File: src/rtl/rrb_pkg.sv
package rrb_pkg;

  typedef enum logic [2:0] {
    RB_FREE     = 3'd0,
    RB_MR_PEND  = 3'd1,
    RB_OLD_PEND = 3'd2,
    RB_MR_DONE  = 3'd3,
    RB_OLD_DONE = 3'd4
  } rb_state_e;

  function automatic logic rb_busy(rb_state_e s);
    return s != RB_FREE;
  endfunction

  function automatic logic rb_newest(rb_state_e s);
    return (s == RB_MR_PEND) || (s == RB_MR_DONE);
  endfunction

  function automatic logic rb_done(rb_state_e s);
    return (s == RB_MR_DONE) || (s == RB_OLD_DONE);
  endfunction

  function automatic rb_state_e rb_make(logic newest, logic done);
    if (newest) return done ? RB_MR_DONE : RB_MR_PEND;
    return done ? RB_OLD_DONE : RB_OLD_PEND;
  endfunction

endpackage

File: src/rtl/rrb_entry.sv
module rrb_entry import rrb_pkg::*; #(
  parameter int AW = 5,
  parameter int DW = 32
) (
  input  logic            clk,
  input  logic            rst_n,
  input  logic            take,        // allocated this cycle
  input  logic [AW-1:0]   take_arch,
  input  logic            demote,      // younger rename of same register
  input  logic            fin_hit,
  input  logic [DW-1:0]   fin_data,
  input  logic            retire,      // written back this cycle
  input  logic            kill,        // squashed by discard
  input  logic            recover,     // discard in progress, use keep_mr
  input  logic            keep_mr,
  output rb_state_e       st_o,
  output logic [AW-1:0]   arch_o,
  output logic [DW-1:0]   data_o
);

  rb_state_e st_q, st_d;
  logic      nw_d, dn_d;

  always_comb begin
    st_d = st_q;
    nw_d = rb_newest(st_q);
    dn_d = rb_done(st_q);
    if (kill || retire) begin
      st_d = RB_FREE;
    end else if (take) begin
      st_d = RB_MR_PEND;
    end else if (rb_busy(st_q)) begin
      dn_d = rb_done(st_q) || fin_hit;
      if (recover) nw_d = keep_mr;
      else if (demote) nw_d = 1'b0;
      st_d = rb_make(nw_d, dn_d);
    end
  end

  always_ff @(posedge clk) begin
    if (!rst_n) begin
      st_q   <= RB_FREE;
      arch_o <= '0;
      data_o <= '0;
    end else begin
      st_q <= st_d;
      if (take) arch_o <= take_arch;
      if (fin_hit && rb_busy(st_q) && !rb_done(st_q) && !kill) data_o <= fin_data;
    end
  end

  assign st_o = st_q;

endmodule

File: src/rtl/rrb_ptr.sv
module rrb_ptr #(
  parameter int NENT = 12,
  localparam int IW  = (NENT > 1) ? $clog2(NENT) : 1,
  localparam int CW  = $clog2(NENT + 1)
) (
  input  logic          clk,
  input  logic          rst_n,
  input  logic          alloc_fire,
  input  logic          wb_fire,
  input  logic          disc_act,
  input  logic [IW-1:0] disc_id,
  input  logic [IW-1:0] disc_off,
  output logic [IW-1:0] head,
  output logic [IW-1:0] tail,
  output logic          full
);

  logic [CW-1:0] count;

  function automatic logic [IW-1:0] step(logic [IW-1:0] p);
    return (int'(p) == NENT - 1) ? '0 : p + 1'b1;
  endfunction

  always_ff @(posedge clk) begin
    if (!rst_n) begin
      head  <= '0;
      tail  <= '0;
      count <= '0;
    end else if (disc_act) begin
      tail  <= disc_id;
      count <= CW'(disc_off);
    end else begin
      if (alloc_fire) tail <= step(tail);
      if (wb_fire)    head <= step(head);
      case ({alloc_fire, wb_fire})
        2'b10:   count <= count + 1'b1;
        2'b01:   count <= count - 1'b1;
        default: count <= count;
      endcase
    end
  end

  assign full = (int'(count) == NENT);

endmodule

File: src/rtl/rrb_recover.sv
module rrb_recover #(
  parameter int NENT = 12,
  parameter int AW   = 5,
  localparam int IW  = (NENT > 1) ? $clog2(NENT) : 1
) (
  input  logic [NENT-1:0] busy,
  input  logic [AW-1:0]   arch [NENT],
  input  logic [IW-1:0]   head,
  input  logic [IW-1:0]   disc_id,
  output logic [IW-1:0]   disc_off,
  output logic [NENT-1:0] survive,
  output logic [NENT-1:0] keep_mr
);

  function automatic int age(int idx, int h);
    return (idx >= h) ? idx - h : idx + NENT - h;
  endfunction

  int cut;

  always_comb begin
    cut      = age(int'(disc_id), int'(head));
    disc_off = IW'(cut);
    for (int i = 0; i < NENT; i++) begin
      survive[i] = busy[i] && (age(i, int'(head)) < cut);
    end
  end

  generate
    for (genvar i = 0; i < NENT; i++) begin : g_keep
      logic shadowed;
      always_comb begin
        shadowed = 1'b0;
        for (int j = 0; j < NENT; j++) begin
          if (survive[j] && (arch[j] == arch[i]) &&
              (age(j, int'(head)) > age(i, int'(head))))
            shadowed = 1'b1;
        end
        keep_mr[i] = survive[i] && !shadowed;
      end
    end
  endgenerate

endmodule

File: src/rtl/rrb_lookup.sv
module rrb_lookup import rrb_pkg::*; #(
  parameter int NENT = 12,
  parameter int AW   = 5,
  parameter int DW   = 32,
  localparam int IW  = (NENT > 1) ? $clog2(NENT) : 1
) (
  input  rb_state_e       st   [NENT],
  input  logic [AW-1:0]   arch [NENT],
  input  logic [DW-1:0]   data [NENT],
  input  logic [AW-1:0]   key,
  output logic [NENT-1:0] match,
  output logic            hit,
  output logic [IW-1:0]   id,
  output logic            valid,
  output logic [DW-1:0]   value
);

  always_comb begin
    id    = '0;
    valid = 1'b0;
    value = '0;
    for (int i = 0; i < NENT; i++) begin
      match[i] = rb_newest(st[i]) && (arch[i] == key);
      if (match[i]) begin
        id    = IW'(i);
        valid = rb_done(st[i]);
        value = rb_done(st[i]) ? data[i] : '0;
      end
    end
    hit = |match;
  end

endmodule

File: src/rtl/rename_buf.sv
module rename_buf import rrb_pkg::*; #(
  parameter int NENT  = 12,
  parameter int NARCH = 32,
  parameter int DW    = 32,
  localparam int IW   = (NENT > 1) ? $clog2(NENT) : 1,
  localparam int AW   = (NARCH > 1) ? $clog2(NARCH) : 1
) (
  input  logic          clk,
  input  logic          rst_n,
  input  logic          alloc_valid,
  output logic          alloc_ready,
  input  logic [AW-1:0] alloc_arch,
  output logic [IW-1:0] alloc_id,
  input  logic [AW-1:0] src_arch,
  output logic          src_hit,
  output logic [IW-1:0] src_id,
  output logic          src_valid,
  output logic [DW-1:0] src_value,
  input  logic          fin_en,
  input  logic [IW-1:0] fin_id,
  input  logic [DW-1:0] fin_data,
  output logic          wb_valid,
  input  logic          wb_ready,
  output logic [AW-1:0] wb_arch,
  output logic [IW-1:0] wb_id,
  output logic [DW-1:0] wb_data,
  input  logic          disc_en,
  input  logic [IW-1:0] disc_id
);

  rb_state_e       st_q   [NENT];
  logic [AW-1:0]   arch_q [NENT];
  logic [DW-1:0]   data_q [NENT];
  logic [NENT-1:0] busy_vec, done_vec, survive, keep_mr, lk_match;
  logic [IW-1:0]   head, tail, disc_off;
  logic            full, alloc_fire, wb_fire, disc_act, disc_busy;
  logic            head_done;

  // entry state flags
  generate
    for (genvar i = 0; i < NENT; i++) begin : g_flags
      assign busy_vec[i] = rb_busy(st_q[i]);
      assign done_vec[i] = rb_done(st_q[i]);
    end
  endgenerate

  // select head entry and discard target
  always_comb begin
    disc_busy = 1'b0;
    head_done = 1'b0;
    wb_arch   = '0;
    wb_data   = '0;
    for (int i = 0; i < NENT; i++) begin
      if (int'(disc_id) == i) disc_busy = busy_vec[i];
      if (int'(head) == i) begin
        head_done = busy_vec[i] && done_vec[i];
        wb_arch   = arch_q[i];
        wb_data   = data_q[i];
      end
    end
  end

  assign disc_act    = disc_en && disc_busy;
  assign alloc_ready = !full && !disc_en;
  assign alloc_fire  = alloc_valid && alloc_ready;
  assign alloc_id    = tail;
  assign wb_valid    = head_done && !disc_en;
  assign wb_fire     = wb_valid && wb_ready;
  assign wb_id       = head;

  rrb_ptr #(.NENT(NENT)) u_ptr (
    .clk        (clk),
    .rst_n      (rst_n),
    .alloc_fire (alloc_fire),
    .wb_fire    (wb_fire),
    .disc_act   (disc_act),
    .disc_id    (disc_id),
    .disc_off   (disc_off),
    .head       (head),
    .tail       (tail),
    .full       (full)
  );

  rrb_recover #(.NENT(NENT), .AW(AW)) u_recover (
    .busy     (busy_vec),
    .arch     (arch_q),
    .head     (head),
    .disc_id  (disc_id),
    .disc_off (disc_off),
    .survive  (survive),
    .keep_mr  (keep_mr)
  );

  generate
    for (genvar i = 0; i < NENT; i++) begin : g_ent
      rrb_entry #(.AW(AW), .DW(DW)) u_ent (
        .clk       (clk),
        .rst_n     (rst_n),
        .take      (alloc_fire && (int'(tail) == i)),
        .take_arch (alloc_arch),
        .demote    (alloc_fire && (arch_q[i] == alloc_arch)),
        .fin_hit   (fin_en && (int'(fin_id) == i)),
        .fin_data  (fin_data),
        .retire    (wb_fire && (int'(head) == i)),
        .kill      (disc_act && busy_vec[i] && !survive[i]),
        .recover   (disc_act),
        .keep_mr   (keep_mr[i]),
        .st_o      (st_q[i]),
        .arch_o    (arch_q[i]),
        .data_o    (data_q[i])
      );
    end
  endgenerate

  rrb_lookup #(.NENT(NENT), .AW(AW), .DW(DW)) u_lookup (
    .st    (st_q),
    .arch  (arch_q),
    .data  (data_q),
    .key   (src_arch),
    .match (lk_match),
    .hit   (src_hit),
    .id    (src_id),
    .valid (src_valid),
    .value (src_value)
  );

endmodule

File: config.mk
export PLATFORM = sky130hd
export DESIGN_NAME = rename_buf
export DESIGN_NICKNAME = d
export VERILOG_FILES = /design/src/rtl/rrb_pkg.sv /design/src/rtl/rrb_entry.sv /design/src/rtl/rrb_ptr.sv /design/src/rtl/rrb_recover.sv /design/src/rtl/rrb_lookup.sv /design/src/rtl/rename_buf.sv
export SDC_FILE = /design/constraint.sdc
export NUM_CORES = 2
export LEC_CHECK = 0
export BUFFER_PORTS_ARGS = -buffer_cell sky130_fd_sc_hd__clkbuf_2
export CORE_ASPECT_RATIO = 1.4
export CORE_UTILIZATION = 30
export DETAILED_ROUTE_END_ITERATION = 7
export MAX_ROUTING_LAYER = met4
export PLACE_DENSITY = 0.45
export SYNTH_ARGS = -nofsm -noshare
export SYNTH_HDL_FRONTEND = slang
export SYNTH_SLANG_ARGS = --single-unit
File: constraint.sdc
create_clock -name clk -period 7.2 [get_ports clk]
set_input_delay 0.72 -clock clk [delete_from_list [all_inputs] [get_ports clk]]
set_output_delay 0.72 -clock clk [all_outputs]
set_load 0.01 [all_outputs]
* Word-level counts from Yosys, hierarchy flattened
Cells that the tools add are included.
W data, S select, Z words.
** Storage, ports and cells
- Memories kept :: 0
- Bits of input ports :: 56
- Latch bits :: 0
- Output and inout port bits :: 85
- Bits in registers :: 492
- Bits in writable memories :: 0
- Memory bits (read-only) :: 0
- Logic and storage cells :: 1521
** Operators by class
- Shift-type cells :: 0
- $lt $le $gt $ge :: 169
- Mux-type cells :: 438
- Multiply operators :: 0
- Reductions and logical operators :: 591
- Equal/unequal tests :: 239
- Add/sub/neg operators :: 31
- Bitwise operators :: 2
- Divide/modulo/power cells :: 0
** Operator list (number)
- $gt A32 B32 Y1 :: 144
- $mux W32 :: 49
- $eq A5 B5 Y1 :: 156
- $logic_and A1 B1 Y1 :: 437
- $lt A32 B32 Y1 :: 12
- $mux W1 :: 313
- $eq A4 B4 Y1 const B :: 32
- $mux W3 :: 40
- $mux W5 :: 12
- $logic_not A1 Y1 :: 50
- $logic_or A1 B1 Y1 :: 48
- $sub A5 B4 Y6 const A :: 8
- $sub A4 B4 Y5 const A :: 8
- $reduce_bool A3 Y1 :: 13
- $eq A3 B1 Y1 const B :: 12
- $eq A3 B2 Y1 const B :: 12
- $eq A3 B3 Y1 const B :: 12
- $eq A4 B3 Y1 const B :: 9
- $mux W4 :: 9
- $reduce_or A3 Y1 :: 12
- $sub A32 B5 Y32 :: 1
- $mux W2 :: 14
- $reduce_bool A2 Y1 :: 13
- $reduce_or A2 Y1 :: 12
- other kinds (20) :: 42

* Longest topological paths before layout
- Depth in word-level cells :: 32
- Mapped depth :: 24
- Mapped depth without buffers :: 22

* Modules after synthesis
From an unflattened synthesis, not the netlist that was laid out.
** Second synthesis, totals
- Cells, all modules :: 5407
- Area, all modules :: 43970.9 um^2
** By module, submodules not included
- rrb_entry :: sequential area each 800.8 um^2, area each 1631.6 um^2, cells an instance 173, instances 12
- rrb_recover :: sequential area each 0.0 um^2, area each 13347.8 um^2, cells an instance 1752, instances 1
- rename_buf :: sequential area each 0.0 um^2, area each 5796.8 um^2, cells an instance 893, instances 1
- rrb_lookup :: sequential area each 0.0 um^2, area each 4471.8 um^2, cells an instance 595, instances 1
- rrb_ptr :: sequential area each 240.2 um^2, area each 775.7 um^2, cells an instance 91, instances 1

* Worst setup path after synthesis
Ideal clock, no wire load.
- Path kind :: register to register
- Start point :: register u_ptr.head[1]
- End point :: register g_ent[5].u_ent.st_q[1]
- Data required time :: 7.085 ns
- Arrival time :: 5.896 ns
- Setup time :: 0.115 ns
- Clock period less this slack :: 6.011 ns
- Cell stages (with the launch flop) :: 22
- Path buffers :: 3
- Path slack :: 1.189 ns
- Path through :: dfxtp_1 > clkbuf_1 > inv_1 > ha_1 > ha_1 > buf_2 > o21ai_0 > inv_1 > ha_1 > inv_1 > o32ai_1 > nor3_1 > a21oi_1 > o2111ai_1 > nand2_1 > clkbuf_1 > nor2_1 > nor4_1 > nand4_1 > and2_1 > ha_1 > and2_1
** On the way
- Cells in the longest elaborated chain, start to end :: 29
- Elaborated cells between the ends (all ways) :: 165
- Those cells by class :: 26 x add/sub; 37 x order compare; 11 x eq/ne; 46 x mux; 45 x reduce/logical
** RTL lines
- start, declared :: RTL line rrb_ptr.sv:13 : output logic [IW-1:0] head,
- start signal, assigned :: RTL line rrb_ptr.sv:34 : if (wb_fire) head <= step(head);
- $sub A32 B5 Y32, or another cell as far along :: RTL line rrb_recover.sv:16 : return (idx >= h) ? idx - h : idx + NENT - h;
- $mux W32 :: RTL line rrb_recover.sv:16
- $lt A32 B32 Y1 :: RTL line rrb_recover.sv:25 : survive[i] = busy[i] && (age(i, int'(head)) < cut);
- $logic_and A1 B1 Y1 :: RTL line rrb_recover.sv:25
- $logic_and A1 B1 Y1 (2 in series) :: RTL line rrb_recover.sv:35 : if (survive[j] && (arch[j] == arch[i]) &&
- $mux W1 (12 in series) :: RTL line rrb_recover.sv:35
- $logic_not A1 Y1 :: RTL line rrb_recover.sv:39 : keep_mr[i] = survive[i] && !shadowed;
- $logic_and A1 B1 Y1 :: RTL line rrb_recover.sv:39
- $mux W1 :: RTL line rrb_entry.sv:34 : if (recover) nw_d = keep_mr;
- $mux W1 :: RTL line rrb_entry.sv:32 : end else if (rb_busy(st_q)) begin
- $mux W1 :: RTL line rrb_entry.sv:30 : end else if (take) begin
- $mux W1 :: RTL line rrb_entry.sv:28 : if (kill || retire) begin
- $mux W1 :: RTL line rrb_pkg.sv:24 : if (newest) return done ? RB_MR_DONE : RB_MR_PEND;
- $mux W1 :: RTL line rrb_entry.sv:32
- $mux W1 :: RTL line rrb_entry.sv:30
- $mux W1 :: RTL line rrb_entry.sv:28
- $mux W3 :: RTL line rrb_pkg.sv:25 : return done ? RB_OLD_DONE : RB_OLD_PEND;
- end signal, assigned :: RTL line rrb_entry.sv:46 : st_q <= st_d;
- end, declared :: RTL line rrb_entry.sv:21 : rb_state_e st_q, st_d;
Several ways; a longest one is shown, not always the timed one. The select of a mux whose other input is x is not followed.
A chain may end at the register's enable or synchronous reset.

* Worst setup path after layout
- Start point :: register u_ptr.head[0]
- End point :: register g_ent[9].u_ent.st_q[1]
** On the way
- Cells in the longest elaborated chain, start to end :: 29
- Elaborated cells between the ends (all ways) :: 165
- Those cells by class :: 26 x add/sub; 37 x order compare; 11 x eq/ne; 46 x mux; 45 x reduce/logical
** RTL lines (RTL line)
- $sub A32 B5 Y32, or another cell as far along :: rrb_recover.sv:16
- $mux W32 :: rrb_recover.sv:16
- $lt A32 B32 Y1 :: rrb_recover.sv:25
- $logic_and A1 B1 Y1 :: rrb_recover.sv:25
- $logic_and A1 B1 Y1 (2 in series) :: rrb_recover.sv:35
- $mux W1 (12 in series) :: rrb_recover.sv:35
- $logic_not A1 Y1 :: rrb_recover.sv:39
- $logic_and A1 B1 Y1 :: rrb_recover.sv:39
- $mux W1 :: rrb_entry.sv:34
- $mux W1 :: rrb_entry.sv:32
- $mux W1 :: rrb_entry.sv:30
- $mux W1 :: rrb_entry.sv:28
- $mux W1 :: rrb_pkg.sv:24
- $mux W1 :: rrb_entry.sv:32
- $mux W1 :: rrb_entry.sv:30
- $mux W1 :: rrb_entry.sv:28
- $mux W3 :: rrb_pkg.sv:25
- end signal, assigned :: rrb_entry.sv:46
- end, declared :: rrb_entry.sv:21
Several ways; a longest one is shown, not always the timed one. The select of a mux whose other input is x is not followed.

==> impl_metrics.py <==
metrics = {
    "worst_setup_path": {
        "critPathTopFamily": "compound AO/OA/AOI/OAI gates",
        "max_stage_delay_ns": 0.85,
        "cp-start-kind": "flip-flop",
        "cp_max_fo": 12,
        "cp.depth": 22,
        "cpMostUsedCell": "a21o_1",
        "cp.arrival_ns": 7.16,
        "path_buf_inv": 3,
        "end_kind": "flip-flop",
        "crit_required_ns": 7.76,
        "crit_type": "reg -> reg",
        "r2r_cells": 22,
        "crit_chain": "ha_1, inv_1, fa_1, a21o_1, a21oi_1, ha_1, nor3_1, nor2_1, buf_4, ha_1, a21o_1, a21o_1, a21o_1, a21o_1, a21oi_1, o31a_1, mux2i_1, buf_4, a2111oi_0, a41oi_1, ha_1, and2_1",
        "cpMaxStageDelayCell": "a2111oi_0",
    },
    "logic_synthesis": {
        "ys_top_cells_by_area": "dfxtp_1, ha_1, nand2_1",
        "ys_seq_area_share_pct": 23.0,
        "synthFlopType": "dfxtp_1",
        "yosysTopAreaCellShare_pct": 23.0,
        "async_flop_share_pct": 0,
        "ys.warnings.count": 0,
        "synth.most_common_cell": "nand2_1",
        "synth_top_cell_by_area": "dfxtp_1",
        "avgSynthCellArea_um2": 7.88,
        "synth-seq-cells": 492,
        "synth_common_cells": "nand2_1, dfxtp_1, ha_1",
        "synth_enable_flop_cells": 0,
        "syn_area_um2": 42900,
        "synthCells": 5446,
        "synth_cell_type_count": 116,
    },
    "drt": {
        "highest_layer": "met4",
        "routedWlPerCell_um": 30.7,
        "dr_total_vias": 42749,
        "viasPerCell": 5.79,
        "drcViolationCount": 0,
        "drt-total-wl_um": 226000,
        "wl_met1_um": 85900,
        "ant_nets": 0,
        "wl_met2_um": 110000,
        "drt_iter0_drc": 4022,
        "dr.pass1.iters": 7,
        "dr_wl_met3_um": 11400,
    },
    "cells_and_area": {
        "syn2layout_area_growth_pct": 12.0,
        "drive_above_1_share_pct": 11.8,
        "final_nets": 5854,
    },
    "floorplanning": {
        "rows": 163,
        "dieWidth_um": 322,
        "die_h_um": 449,
        "core-area_um2": 142000,
        "ios": 141,
        "start_util_pct": 30.3,
        "dieArea_um2": 145000,
    },
    "global_routing": {
        "grt_pass1_wl_um": 318000,
        "grt_usage_pct": 31.3,
        "grt_start_max_net_pins": 195,
        "grt_pass1_vias": 40946,
        "antenna_found_initial": 13,
        "grt-ovfl-total": 0,
    },
    "power_and_ir_drop": {
        "fin_total_pwr_mw": 6.50,
        "peakVddDrop_mv": 0.173,
        "powerDensity_nw_per_um2": 135,
        "p_leak_nw": 20.4,
    },
    "timing": {
        "tightest_slew_ns": 1.38,
        "maxSlewHeadroom_pct": 6.87,
        "setup_tns_ns": 0,
        "min_period_ns": 6.60,
        "rsz0062_at_grt": "no",
        "setup_viol": 0,
        "hold_viol": 0,
        "clock_skew_ns": 0.0595,
        "period_share_pct": 91.7,
        "final_max_slew_viol_count": 0,
        "fmax_mhz": 152,
    },
    "cts": {
        "path_clk_slew_ns": 0.06,
        "ctsHtreeMaxLevel": 2,
        "holdBufCountCts": 0,
        "post_cts_buffers": 0,
        "cts_buffer_depth": 3,
        "clkLatencyLatePin_ns": 0.67,
        "post_cts_resized": 0,
        "cts_tree": "done",
        "cts_buffers": 50,
        "cts_sinks": 492,
        "root_buffer": "clkbuf_16",
    },
    "place": {
        "place_hpwl_um": 164000,
        "io_buffer_count": 140,
        "gp_congestion": 1.00,
    },
    "hold_path": {
        "hold_path_depth": 3,
        "min_path_type": "in -> reg",
    },
    "flow_run": {
        "drv_cap": 0,
    },
    "status": {
        "status": "completed",
    },
}
[tightest hold or removal path: cells and delay by family]
kind / cells / cell delay (ns)
buf+inv: 1 / 0.19
compound gates: 1 / 0.05
simple gates: 1 / 0.10
[per-layer routing]
metal	track usage [%]	vias to the layer above
met5	-	-
met4	22.3	0
met3	3.73	586
met2	52.9	1674
met1	33.9	20876
li1	-	19613
[power breakdown]
part           total (mW)  internal, mW  switching, mW  leakage [nW]
clock                2.89          1.62           1.27         0.838
sequential           2.74          2.73         0.0117          3.96
combinational       0.865         0.266          0.598          15.6
[placed cells by master, fill, tap and decap left out, drive strengths merged, types with 51 or more instances in the layout]
cell type,count
a22oi,90
ha,357
a222oi,51
a21o,51
a22o,60
a21boi,140
o21ai,369
nand3,277
and2,56
nor2,243
a221oi,80
mux2i,224
xnor2,259
xor2,221
nand2,628
inv,110
dfxtp,492
nor3,121
a31oi,54
o211ai,58
buf,255
nor2b,310
clkbuf,215
a21oi,137
[registers in the layout, summed over array words and instances, names as in the netlist]
register / cells
u_ptr.head: 4
g_ent.u_ent.arch_o: 60
g_ent.u_ent.data_o: 384
u_ptr.tail: 4
g_ent.u_ent.st_o: 36
u_ptr.count: 4
[path summary, 6_finish.rpt]
check                                              start                        to  slack (ns)
worst min register to register  g_ent[1].u_ent.data_o[2]  g_ent[1].u_ent.data_o[2]        0.47
worst max-delay path                       u_ptr.head[0]    g_ent[9].u_ent.st_o[1]        0.60
worst min-delay path                         fin_data[2]  g_ent[7].u_ent.data_o[2]        0.44
worst max register to register             u_ptr.head[0]    g_ent[9].u_ent.st_o[1]        0.60
[kinds of logic after synthesis]
group	after synthesis	share of synthesized area, %
other	2	0.0175
AOI/OAI and AO/OA	1396	23.4
muxes	229	5.37
adders and majority gates	365	10.7
DFF	492	23.0
and+or+nand+nor	1887	22.2
xor gates and xnor gates	480	9.82
buffers and inverters	595	5.64
[cell type report]
cell class                 instances  area [µm²]
timing repair buffer             394        2670
tap                             1897        2370
antenna                           11        27.5
clock buffer                      76        1460
fill                           15137       93500
sequential                       492        9850
multi-input combinational       4387       31000
clock inverter                    13         259
inverter                         113         424
[stage by stage]
stage / setup WS (ns) / util [%] / area [µm²] / hold slack (ns) / std cells
detailed placement: 0.117 / 32.7 / 46300 / 0.459 / 7283
global route: 0.403 / 34.0 / 48100 / 0.456 / 7381
global placement: 0.128 / 32.7 / 46300 / 0.454 / 7283
finish: 0.600 / 34.0 / 48100 / 0.442 / 7383
floorplan: 1.19 / - / 43000 / 0.448 / 5474
CTS: 0.663 / 33.9 / 48000 / 0.402 / 7372
Note: power is estimated with default switching activity, not from simulation.
